**config.mk**
```make
export PLATFORM = sky130hd
export DESIGN_NAME = alu_exec_unit
export DESIGN_NICKNAME = d
export VERILOG_FILES = /design/src/rtl/aexu_pkg.sv /design/src/rtl/aexu_regfile.sv /design/src/rtl/aexu_alu.sv /design/src/rtl/aexu_move.sv /design/src/rtl/alu_exec_unit.sv
export SDC_FILE = /design/constraint.sdc
export NUM_CORES = 1
export LEC_CHECK = 0
export CAP_MARGIN = 20
export CORE_ASPECT_RATIO = 0.8
export CORE_MARGIN = 1
export CORE_UTILIZATION = 55
export DETAILED_ROUTE_END_ITERATION = 16
export PLACE_DENSITY = 0.72
export SYNTH_ARGS = -nofsm -noshare
export SYNTH_HDL_FRONTEND = slang
export SYNTH_SLANG_ARGS = --single-unit
```
**constraint.sdc**
```tcl
create_clock -name clk -period 7.8 [get_ports clk]
set_input_delay 1.17 -clock clk [delete_from_list [all_inputs] [get_ports clk]]
set_output_delay 1.17 -clock clk [all_outputs]
set_load 0.005 [all_outputs]
```
**src/rtl/aexu_pkg.sv**
```systemverilog
`timescale 1ns/1ps
package aexu_pkg;

   typedef enum logic {
      KIND_ALU  = 1'b0,
      KIND_MOVE = 1'b1
   } kind_e;

   typedef enum logic [2:0] {
      OP_ADD = 3'd0,
      OP_SUB = 3'd1,
      OP_SHL = 3'd2,
      OP_SHR = 3'd3,
      OP_CMP = 3'd4
   } alu_op_e;

   typedef enum logic [1:0] {
      MODE_IMM  = 2'd0,
      MODE_REG  = 2'd1,
      MODE_LOW  = 2'd2,
      MODE_HIGH = 2'd3
   } mode_e;

   localparam int FLAG_Z = 0;
   localparam int FLAG_C = 1;
   localparam int FLAG_W = 2;

endpackage

```
**src/rtl/aexu_regfile.sv**
```systemverilog
`timescale 1ns/1ps
module aexu_regfile #(
   parameter int W      = 32,
   parameter int NREGS  = 16,
   localparam int IW    = $clog2(NREGS)
) (
   input  logic          clk,
   input  logic          rst_n,
   input  logic [IW-1:0] rd_a_idx,
   output logic [W-1:0]  rd_a,
   input  logic [IW-1:0] rd_b_idx,
   output logic [W-1:0]  rd_b,
   input  logic [IW-1:0] rd_p_idx,
   output logic [W-1:0]  rd_p,
   input  logic          wr_en,
   input  logic [IW-1:0] wr_idx,
   input  logic [W-1:0]  wr_data,
   input  logic [W-1:0]  wr_mask
);

   logic [W-1:0] mem [NREGS];

   for (genvar g = 0; g < NREGS; g++) begin : g_entry
      logic hit;
      assign hit = wr_en && (wr_idx == IW'(g));
      always_ff @(posedge clk or negedge rst_n) begin
         if (!rst_n) begin
            mem[g] <= '0;
         end else if (hit) begin
            mem[g] <= (mem[g] & ~wr_mask) | (wr_data & wr_mask);
         end
      end
   end

   assign rd_a = mem[rd_a_idx];
   assign rd_b = mem[rd_b_idx];
   assign rd_p = mem[rd_p_idx];

endmodule

```
**src/rtl/aexu_alu.sv**
```systemverilog
`timescale 1ns/1ps
module aexu_alu
   import aexu_pkg::*;
#(
   parameter int W            = 32,
   parameter bit SHARED_ADDER = 1'b1
) (
   input  alu_op_e      op,
   input  logic [W-1:0] a,
   input  logic [W-1:0] b,
   output logic [W-1:0] res,
   output logic         carry,
   output logic         zero
);

   logic         is_sub;
   logic [W-1:0] arith;
   logic         arith_c;

   assign is_sub = (op == OP_SUB) || (op == OP_CMP);

   if (SHARED_ADDER) begin : g_shared
      logic [W:0]   sum;
      logic [W-1:0] b_eff;
      assign b_eff   = is_sub ? ~b : b;
      assign sum     = {1'b0, a} + {1'b0, b_eff} + {{W{1'b0}}, is_sub};
      assign arith   = sum[W-1:0];
      assign arith_c = is_sub ? ~sum[W] : sum[W];
   end else begin : g_split
      logic [W:0] add_w;
      logic [W:0] sub_w;
      assign add_w   = {1'b0, a} + {1'b0, b};
      assign sub_w   = {1'b0, a} - {1'b0, b};
      assign arith   = is_sub ? sub_w[W-1:0] : add_w[W-1:0];
      assign arith_c = is_sub ? sub_w[W] : add_w[W];
   end

   always_comb begin
      res   = '0;
      carry = 1'b0;
      unique case (op)
         OP_ADD, OP_SUB, OP_CMP: begin
            res   = arith;
            carry = arith_c;
         end
         OP_SHL: begin
            res   = {a[W-2:0], 1'b0};
            carry = a[W-1];
         end
         OP_SHR: begin
            res   = {1'b0, a[W-1:1]};
            carry = a[0];
         end
         default: begin
            res   = '0;
            carry = 1'b0;
         end
      endcase
   end

   assign zero = (res == '0);

endmodule

```
**src/rtl/aexu_move.sv**
```systemverilog
`timescale 1ns/1ps
module aexu_move
   import aexu_pkg::*;
#(
   parameter int W    = 32,
   localparam int HW  = W / 2
) (
   input  mode_e         src_mode,
   input  logic [HW-1:0] imm,
   input  logic [HW-1:0] src_lo,
   input  mode_e         dst_mode,
   output logic [W-1:0]  data,
   output logic [W-1:0]  mask
);

   logic [HW-1:0] half;

   assign half = (src_mode == MODE_IMM) ? imm : src_lo;
   assign data = {half, half};

   always_comb begin
      unique case (dst_mode)
         MODE_LOW:  mask = {{HW{1'b0}}, {HW{1'b1}}};
         MODE_HIGH: mask = {{HW{1'b1}}, {HW{1'b0}}};
         default:   mask = '0;
      endcase
   end

endmodule

```
**src/rtl/alu_exec_unit.sv**
```systemverilog
`timescale 1ns/1ps
module alu_exec_unit
   import aexu_pkg::*;
#(
   parameter int W            = 32,
   parameter int NREGS        = 16,
   parameter bit SHARED_ADDER = 1'b1,
   localparam int IW          = $clog2(NREGS),
   localparam int HW          = W / 2
) (
   input  logic              clk,
   input  logic              rst_n,
   input  logic              exec_en,
   input  logic              op_kind,
   input  logic [2:0]        alu_op,
   input  logic [1:0]        a_mode,
   input  logic [IW-1:0]     a_idx,
   input  logic [1:0]        b_mode,
   input  logic [IW-1:0]     b_idx,
   input  logic [1:0]        d_mode,
   input  logic [IW-1:0]     d_idx,
   input  logic [HW-1:0]     imm,
   output logic              fault,
   output logic [FLAG_W-1:0] flags_q,
   input  logic [IW-1:0]     peek_idx,
   output logic [W-1:0]      peek_data
);

   if (W < 4 || (W % 2) != 0) begin : g_bad_width
      $error("alu_exec_unit: W must be even and at least 4");
   end
   if (NREGS < 8 || NREGS != (1 << IW)) begin : g_bad_depth
      $error("alu_exec_unit: NREGS must be a power of two, at least 8");
   end

   kind_e   kind;
   alu_op_e op;
   mode_e   ma, mb, md;

   assign kind = kind_e'(op_kind);
   assign op   = alu_op_e'(alu_op);
   assign ma   = mode_e'(a_mode);
   assign mb   = mode_e'(b_mode);
   assign md   = mode_e'(d_mode);

   // Bundle legality
   logic alu_ok, mov_ok, legal;
   assign alu_ok = (ma == MODE_REG) && (mb == MODE_REG) && (md == MODE_REG)
                   && (alu_op <= 3'd4);
   assign mov_ok = ((md == MODE_LOW) || (md == MODE_HIGH))
                   && ((ma == MODE_IMM) || (ma == MODE_REG));
   assign legal  = (kind == KIND_ALU) ? alu_ok : mov_ok;
   assign fault  = exec_en && !legal;

   logic go, alu_go, mov_go;
   assign go     = exec_en && legal;
   assign alu_go = go && (kind == KIND_ALU);
   assign mov_go = go && (kind == KIND_MOVE);

   // Datapath
   logic [W-1:0] rd_a, rd_b;
   logic [W-1:0] alu_res, mov_data, mov_mask;
   logic         alu_c, alu_z;
   logic         wr_en;
   logic [W-1:0] wr_data, wr_mask;

   aexu_regfile #(.W(W), .NREGS(NREGS)) u_rf (
      .clk      (clk),
      .rst_n    (rst_n),
      .rd_a_idx (a_idx),
      .rd_a     (rd_a),
      .rd_b_idx (b_idx),
      .rd_b     (rd_b),
      .rd_p_idx (peek_idx),
      .rd_p     (peek_data),
      .wr_en    (wr_en),
      .wr_idx   (d_idx),
      .wr_data  (wr_data),
      .wr_mask  (wr_mask)
   );

   aexu_alu #(.W(W), .SHARED_ADDER(SHARED_ADDER)) u_alu (
      .op    (op),
      .a     (rd_a),
      .b     (rd_b),
      .res   (alu_res),
      .carry (alu_c),
      .zero  (alu_z)
   );

   aexu_move #(.W(W)) u_mov (
      .src_mode (ma),
      .imm      (imm),
      .src_lo   (rd_a[HW-1:0]),
      .dst_mode (md),
      .data     (mov_data),
      .mask     (mov_mask)
   );

   assign wr_en   = mov_go || (alu_go && (op != OP_CMP));
   assign wr_data = mov_go ? mov_data : alu_res;
   assign wr_mask = mov_go ? mov_mask : {W{1'b1}};

   // Flag register
   always_ff @(posedge clk or negedge rst_n) begin
      if (!rst_n) begin
         flags_q <= '0;
      end else if (alu_go) begin
         flags_q[FLAG_Z] <= alu_z;
         flags_q[FLAG_C] <= alu_c;
      end
   end

endmodule

```
==> out/metrics.cfg, run 1 <==
[clock_tree]
clockRootBuffer = clkbuf_16
cts_buffers = 55
clockBufferDepth = 3
cts.clk_slew.worst_paths_ns = 0.06
cts_max_level = 2
insertion_delay_ns = 0.64
cts_tree = yes
cts.repair.resized = 0
cts_hold_buf = 0
clock-sinks = 514
cts_setup_buffers = 0

[routing]
wire_per_inst_um = 31.7
ant_nets = 0
vias = 24800
drtIter0Drc = 3333
drtPass1Iterations = 6
avgViaCountPerCell = 7.36
routed_wl_um = 107000
drc = 0

[yosys]
synth-simple-area-share = 0.0517
syn_area_um2 = 34100
synthesis.nets = 2558
synth_edf_count = 0
synth_fa_ha_area_frac = 0.0120
yosysWarnings = 0
synth.mux.area_fraction = 0.450
yosys.area.top_type = dfrtp_1
synth_top_family_by_area = multiplexers
async_flop_share = 1.00
netlist-cell-type-count = 68
syn_area_per_cell_um2 = 13.7
synth_cells = 2481
synth_top_area_frac = 0.378
ys_ff_latch = 514
ys_seq_area_frac = 0.378
yosys.area_share.xor_xnor = 0.0118
yosys-top-cells-area = dfrtp_1 38%, mux4_2 31%, mux2_2 13%, nand2_1 1.8%, a21oi_1 1.5%
synth_compound_area_frac = 0.0680
synth-main-ff-cell = dfrtp_1

[finish]
layout_commonest_cell = dfrtp_1
layout-drive-gt1-share = 0.429
fin_cells = 3367
mostFrequentLayoutCells = 514 x dfrtp_1, 464 x mux4_2, 402 x mux2_2
fin_nets = 2570
area_growth_pct = 10.6
fillers = 4565
num_antenna_cells = 0

[floorplanning]
die_h_um = 225
core_area_um2 = 61100
rows = 81
dieArea_um2 = 62900
initial_utilization = 0.557
io-pin-count = 80
die_w_um = 280

[flow_run]
maxCapViolCount = 0

[sta]
min_period_ns = 6.30
tns_ns = 0
worst_pin_slew_ns = 1.19
slew_violations = 0
finalCritPeriodShare = 0.808
hold_viol = 0
fmax_ghz = 0.159
skew_ns = 0.0398
rsz0062_at_grt = no
fin_ws_ns = 1.50
setup_viol = 0
slew_headroom = 0.206

[global_route]
grt_pass1_wl_um = 162000
antenna_found_initial = 0
gr-usage-all-layers = 0.350
grt_overflow = 0
grt_max_degree = 173
grt_pass1_vias = 24900

[setup_path]
crit_type = input pin to register
cp_data_required_time_ns = 8.29
start_kind = input pin
critPathArrivalTime_ns = 6.79
crit_fanout = 48
reg2reg_setup_slack_ns = 2.26
cp-end-kind = register

[placement]
gp_congestion = 1.03
dpl.hpwl_um = 67600
dp_slack_ns = 0.866
numPortBuffers = 79
dp.cells = 3258

[status]
status = finished, final reports clean

[power]
powerDensity_nw_per_um2 = 181
total_power_mw = 6.81
power.leakage_nw = 16.1
ir_drop_mv = 0.230

[min_path]
hold_class = register to register

[synthesized netlist by cell type, drive strengths merged (29+ instances only)]
| library cell | count |
|---|---|
| xnor2 | 38 |
| buf | 90 |
| nor2 | 111 |
| nand3 | 29 |
| ha | 31 |
| a21oi | 103 |
| clkbuf | 125 |
| mux2 | 402 |
| mux4 | 464 |
| o31ai | 30 |
| mux2i | 36 |
| o21ai | 89 |
| dfrtp | 514 |
| nand2 | 161 |
[final timing paths]
check	start	end	depth (start not counted)
max	b_idx[0]	register	17
min reg2reg	register	register	2
min in group asynchronous	rst_n	async pin	1
max reg2reg	register	register	16
max in group asynchronous	rst_n	async pin	2
min	register	register	2
[logic make-up after synthesis]
| logic type | Yosys count |
|---|---|
| multiplexers | 902 |
| flip-flops | 514 |
| AND/OR/NAND/NOR | 386 |
| AO/OA/AOI/OAI | 362 |
| buffers and inverters | 239 |
| XOR/XNOR | 46 |
| adder cells (fa/ha/maj) | 32 |
[where the power goes]
group          leakage (nW)  total [mW]  switching (mW)  internal [mW]
Sequential             7.08        2.94           0.135           2.80
Clock                 0.890        2.63            1.12           1.51
Combinational          8.14        1.23           0.679          0.556
[worst max-delay path, stage by stage]
cell and delay, ns:
clkbuf_8 0.50, mux4_2 0.59, mux4_2 0.56, a21boi_1 0.23, o21bai_1 0.27, fa_1 0.51, a211oi_1 0.31, o211ai_1 0.24
a221oi_1 0.33, buf_4 0.20, o211ai_1 0.19, o2111ai_1 0.31, a211o_1 0.17, nand3_1 0.10, nor2_1 0.44, nor2_1 0.29
mux2_2 0.34
[cell type report]
cell class	instances	area, um2	share of cell area
multi-input cells	1728	20300	0.539
flip-flops and latches	514	12900	0.341
clock buffers	82	1600	0.0424
repair buffers	170	1590	0.0423
well taps	830	1040	0.0276
clock inverters	19	196	0.00521
inverters	24	90.1	0.00239
[per-layer routing]
metal,share of wire,up-vias,GRT usage
li1,-,9913,-
met3,0.12,244,0.0951
met2,0.45,1637,0.503
met1,0.41,13000,0.522
met5,0,-,0
met4,0.028,0,0.102
[metrics by stage]
| stage | hold WS [ns] | utilization | instance area, um2 |
|---|---|---|---|
| 5_1_grt | 0.558 | 0.617 | 37700 |
| 2_1_floorplan | 0.476 | - | 34100 |
| 6_report | 0.526 | 0.617 | 37700 |
| 4_1_cts | 0.526 | 0.615 | 37600 |
| 3_3_place_gp | 0.494 | 0.585 | 35800 |
| 3_5_place_dp | 0.512 | 0.585 | 35800 |
Power figures use the tool's default switching activity.
==> inputs of run 2 (changes only) <==
==> constraint.sdc (replaced) <==
create_clock -name clk -period 6.3 [get_ports clk]
set_input_delay 0.945 -clock clk [delete_from_list [all_inputs] [get_ports clk]]
set_output_delay 0.945 -clock clk [all_outputs]
set_load 0.005 [all_outputs]
==> out/metrics.cfg, run 2 (synthesized netlist as in run 1, its figures left out) <==
[status]
status = finished, final reports clean

[sta]
setup_viol = 0  ; unchanged
slew_headroom = 0.213  ; +0.00722
tns_ns = 0  ; unchanged
rsz0062_at_grt = no
fin_ws_ns = 0.602  ; -0.894 ns
skew_ns = 0.0276  ; -0.0122 ns
hold_viol = 0  ; unchanged
slew_violations = 0  ; unchanged
fmax_ghz = 0.176
whs_ns = 0.282  ; -0.244 ns
min_period_ns = 5.70
finalCritPeriodShare = 0.904
worst_pin_slew_ns = 1.17  ; -0.0172 ns

[clock_tree]
cts_hold_buf = 0  ; unchanged
clockRootBuffer = clkbuf_16
cts_max_level = 2  ; unchanged
cts_setup_buffers = 0  ; unchanged
insertion_delay_ns = 0.64  ; about the same
cts.repair.resized = 0  ; unchanged
cts_buffers = 55  ; unchanged
clock-sinks = 514  ; unchanged
cts.clk_slew.worst_paths_ns = 0.06  ; about the same
cts_tree = yes
clockBufferDepth = 3  ; unchanged

[floorplanning]
core_area_um2 = 61100  ; unchanged
initial_utilization = 0.557  ; unchanged
die_w_um = 280  ; unchanged
rows = 81  ; unchanged
dieArea_um2 = 62900  ; unchanged
die_h_um = 225  ; unchanged
io-pin-count = 80  ; unchanged

[routing]
drtPass1Iterations = 6  ; unchanged
avgViaCountPerCell = 7.33  ; -0.47%
vias = 24900  ; +0.48%
ant_nets = 0  ; unchanged
drc = 0  ; unchanged
drtIter0Drc = 3370  ; +1.1%
wire_per_inst_um = 31.4  ; -0.89%
routed_wl_um = 107000  ; about the same

[global_route]
grt_max_degree = 185  ; +6.9%
gr-usage-all-layers = 0.349  ; -0.000797
antenna_found_initial = 0  ; unchanged
grt_pass1_vias = 24800  ; -0.12%
grt_pass1_wl_um = 162000  ; -0.27%
grt_overflow = 0  ; unchanged

[setup_path]
cp-end-kind = register
cp_data_required_time_ns = 6.81  ; -1.48 ns
crit_type = input pin to register
start_kind = input pin
crit_fanout = 40  ; -17%
critPathArrivalTime_ns = 6.20  ; -0.59 ns

[finish]
mostFrequentLayoutCells = 514 x dfrtp_1, 464 x mux4_2, 402 x mux2_2
fillers = 4483  ; -1.8%
layout-drive-gt1-share = 0.439  ; +0.0102
area_growth_pct = 12.1
fin_nets = 2600  ; +1.2%
layout_commonest_cell = dfrtp_1
final_cell_area_um2 = 38200  ; +1.3%

[placement]
placed_area_um2 = 36100  ; +0.91%
dpl.hpwl_um = 69400  ; +2.6%
gp_congestion = 1.01  ; -2.3%
dp_slack_ns = 0.0340  ; -0.832 ns
numPortBuffers = 79  ; unchanged

[power]
ir_drop_mv = 0.197  ; -14%
power.leakage_nw = 16.4  ; +1.6%
total_power_mw = 8.78  ; +29%
powerDensity_nw_per_um2 = 230  ; +27%

[min_path]
hold_class = input pin to async pin

[flow_run]
maxCapViolCount = 0  ; unchanged

[run 2: changes by cell type in the layout (fill, tap and decap cells not counted), moves of 2 or more]
cell        previous run  this run
bufinv_16              3         9
buf_12                 6        13
buf_4                 82       109
buf_16                 2         0
clkinv_2              11         7
diode_2                0         2
clkinvlp_4             0         2
clkbuf_1              16         7
inv_6                  1         3
[run 2: metal layers]
| layer | GRT usage | vias up | share of wire | routed length [um] |
|---|---|---|---|---|
| li1 | - | 9979 | - | - |
| met1 | 0.522 | 13100 | 0.41 | 43500 |
| met2 | 0.508 | 1582 | 0.45 | 47900 |
| met3 | 0.0868 | 240 | 0.11 | 12200 |
| met4 | 0.101 | 0 | 0.029 | 3080 |
| met5 | 0 | - | 0 | 0 |
[run 2: final timing paths]
check | start | end | slack (ns) | cells after the start
hold reg to reg | register | register | 0.53 | 2
hold / removal | rst_n | async pin | 0.28 | 1
setup reg to reg | register | register | 0.75 | 16
max in group asynchronous | rst_n | async pin | 4.59 | 2
setup / recovery | b_idx[0] | register | 0.60 | 17
min in group clk | register | register | 0.53 | 2
[run 2: worst max-delay path, stage by stage]
cell and delay, ns:
clkbuf_8 0.16, buf_12 0.30, mux4_2 0.55, mux4_2 0.52
xnor2_1 0.20, fa_1 0.46, a211oi_1 0.32, o211ai_1 0.22
a221oi_1 0.30, buf_4 0.21, o211ai_1 0.17, o2111ai_1 0.34
a211o_1 0.19, nand3_1 0.09, nor2_1 0.49, nor2_1 0.31
mux2_2 0.35
[run 2: final cells by class]
class                           count  area (um2)  share of cell area
Antenna cell                        2        5.00            0.000131
Timing Repair Buffer              200        1860              0.0488
Sequential cell                   514       12900               0.337
Clock buffer                       75        1600              0.0420
Clock inverter                     26         404              0.0106
Multi-Input combinational cell   1728       20300               0.532
Inverter                           24        90.1             0.00236
Tap cell                          830        1040              0.0272
[run 2: power by group]
| part | internal, mW | switching [mW] |
|---|---|---|
| clock network | 2.16 | 1.44 |
| registers | 3.47 | 0.168 |
| logic | 0.705 | 0.837 |
| total | 6.34 | 2.45 |
[run 2: metrics by stage]
| stage | util | std cells |
|---|---|---|
| global placement | 0.590 | 3287 |
| CTS | 0.624 | 3390 |
| detailed placement | 0.591 | 3289 |
| floorplan | - | 2481 |
| global route | 0.624 | 3397 |
| finish | 0.624 | 3399 |
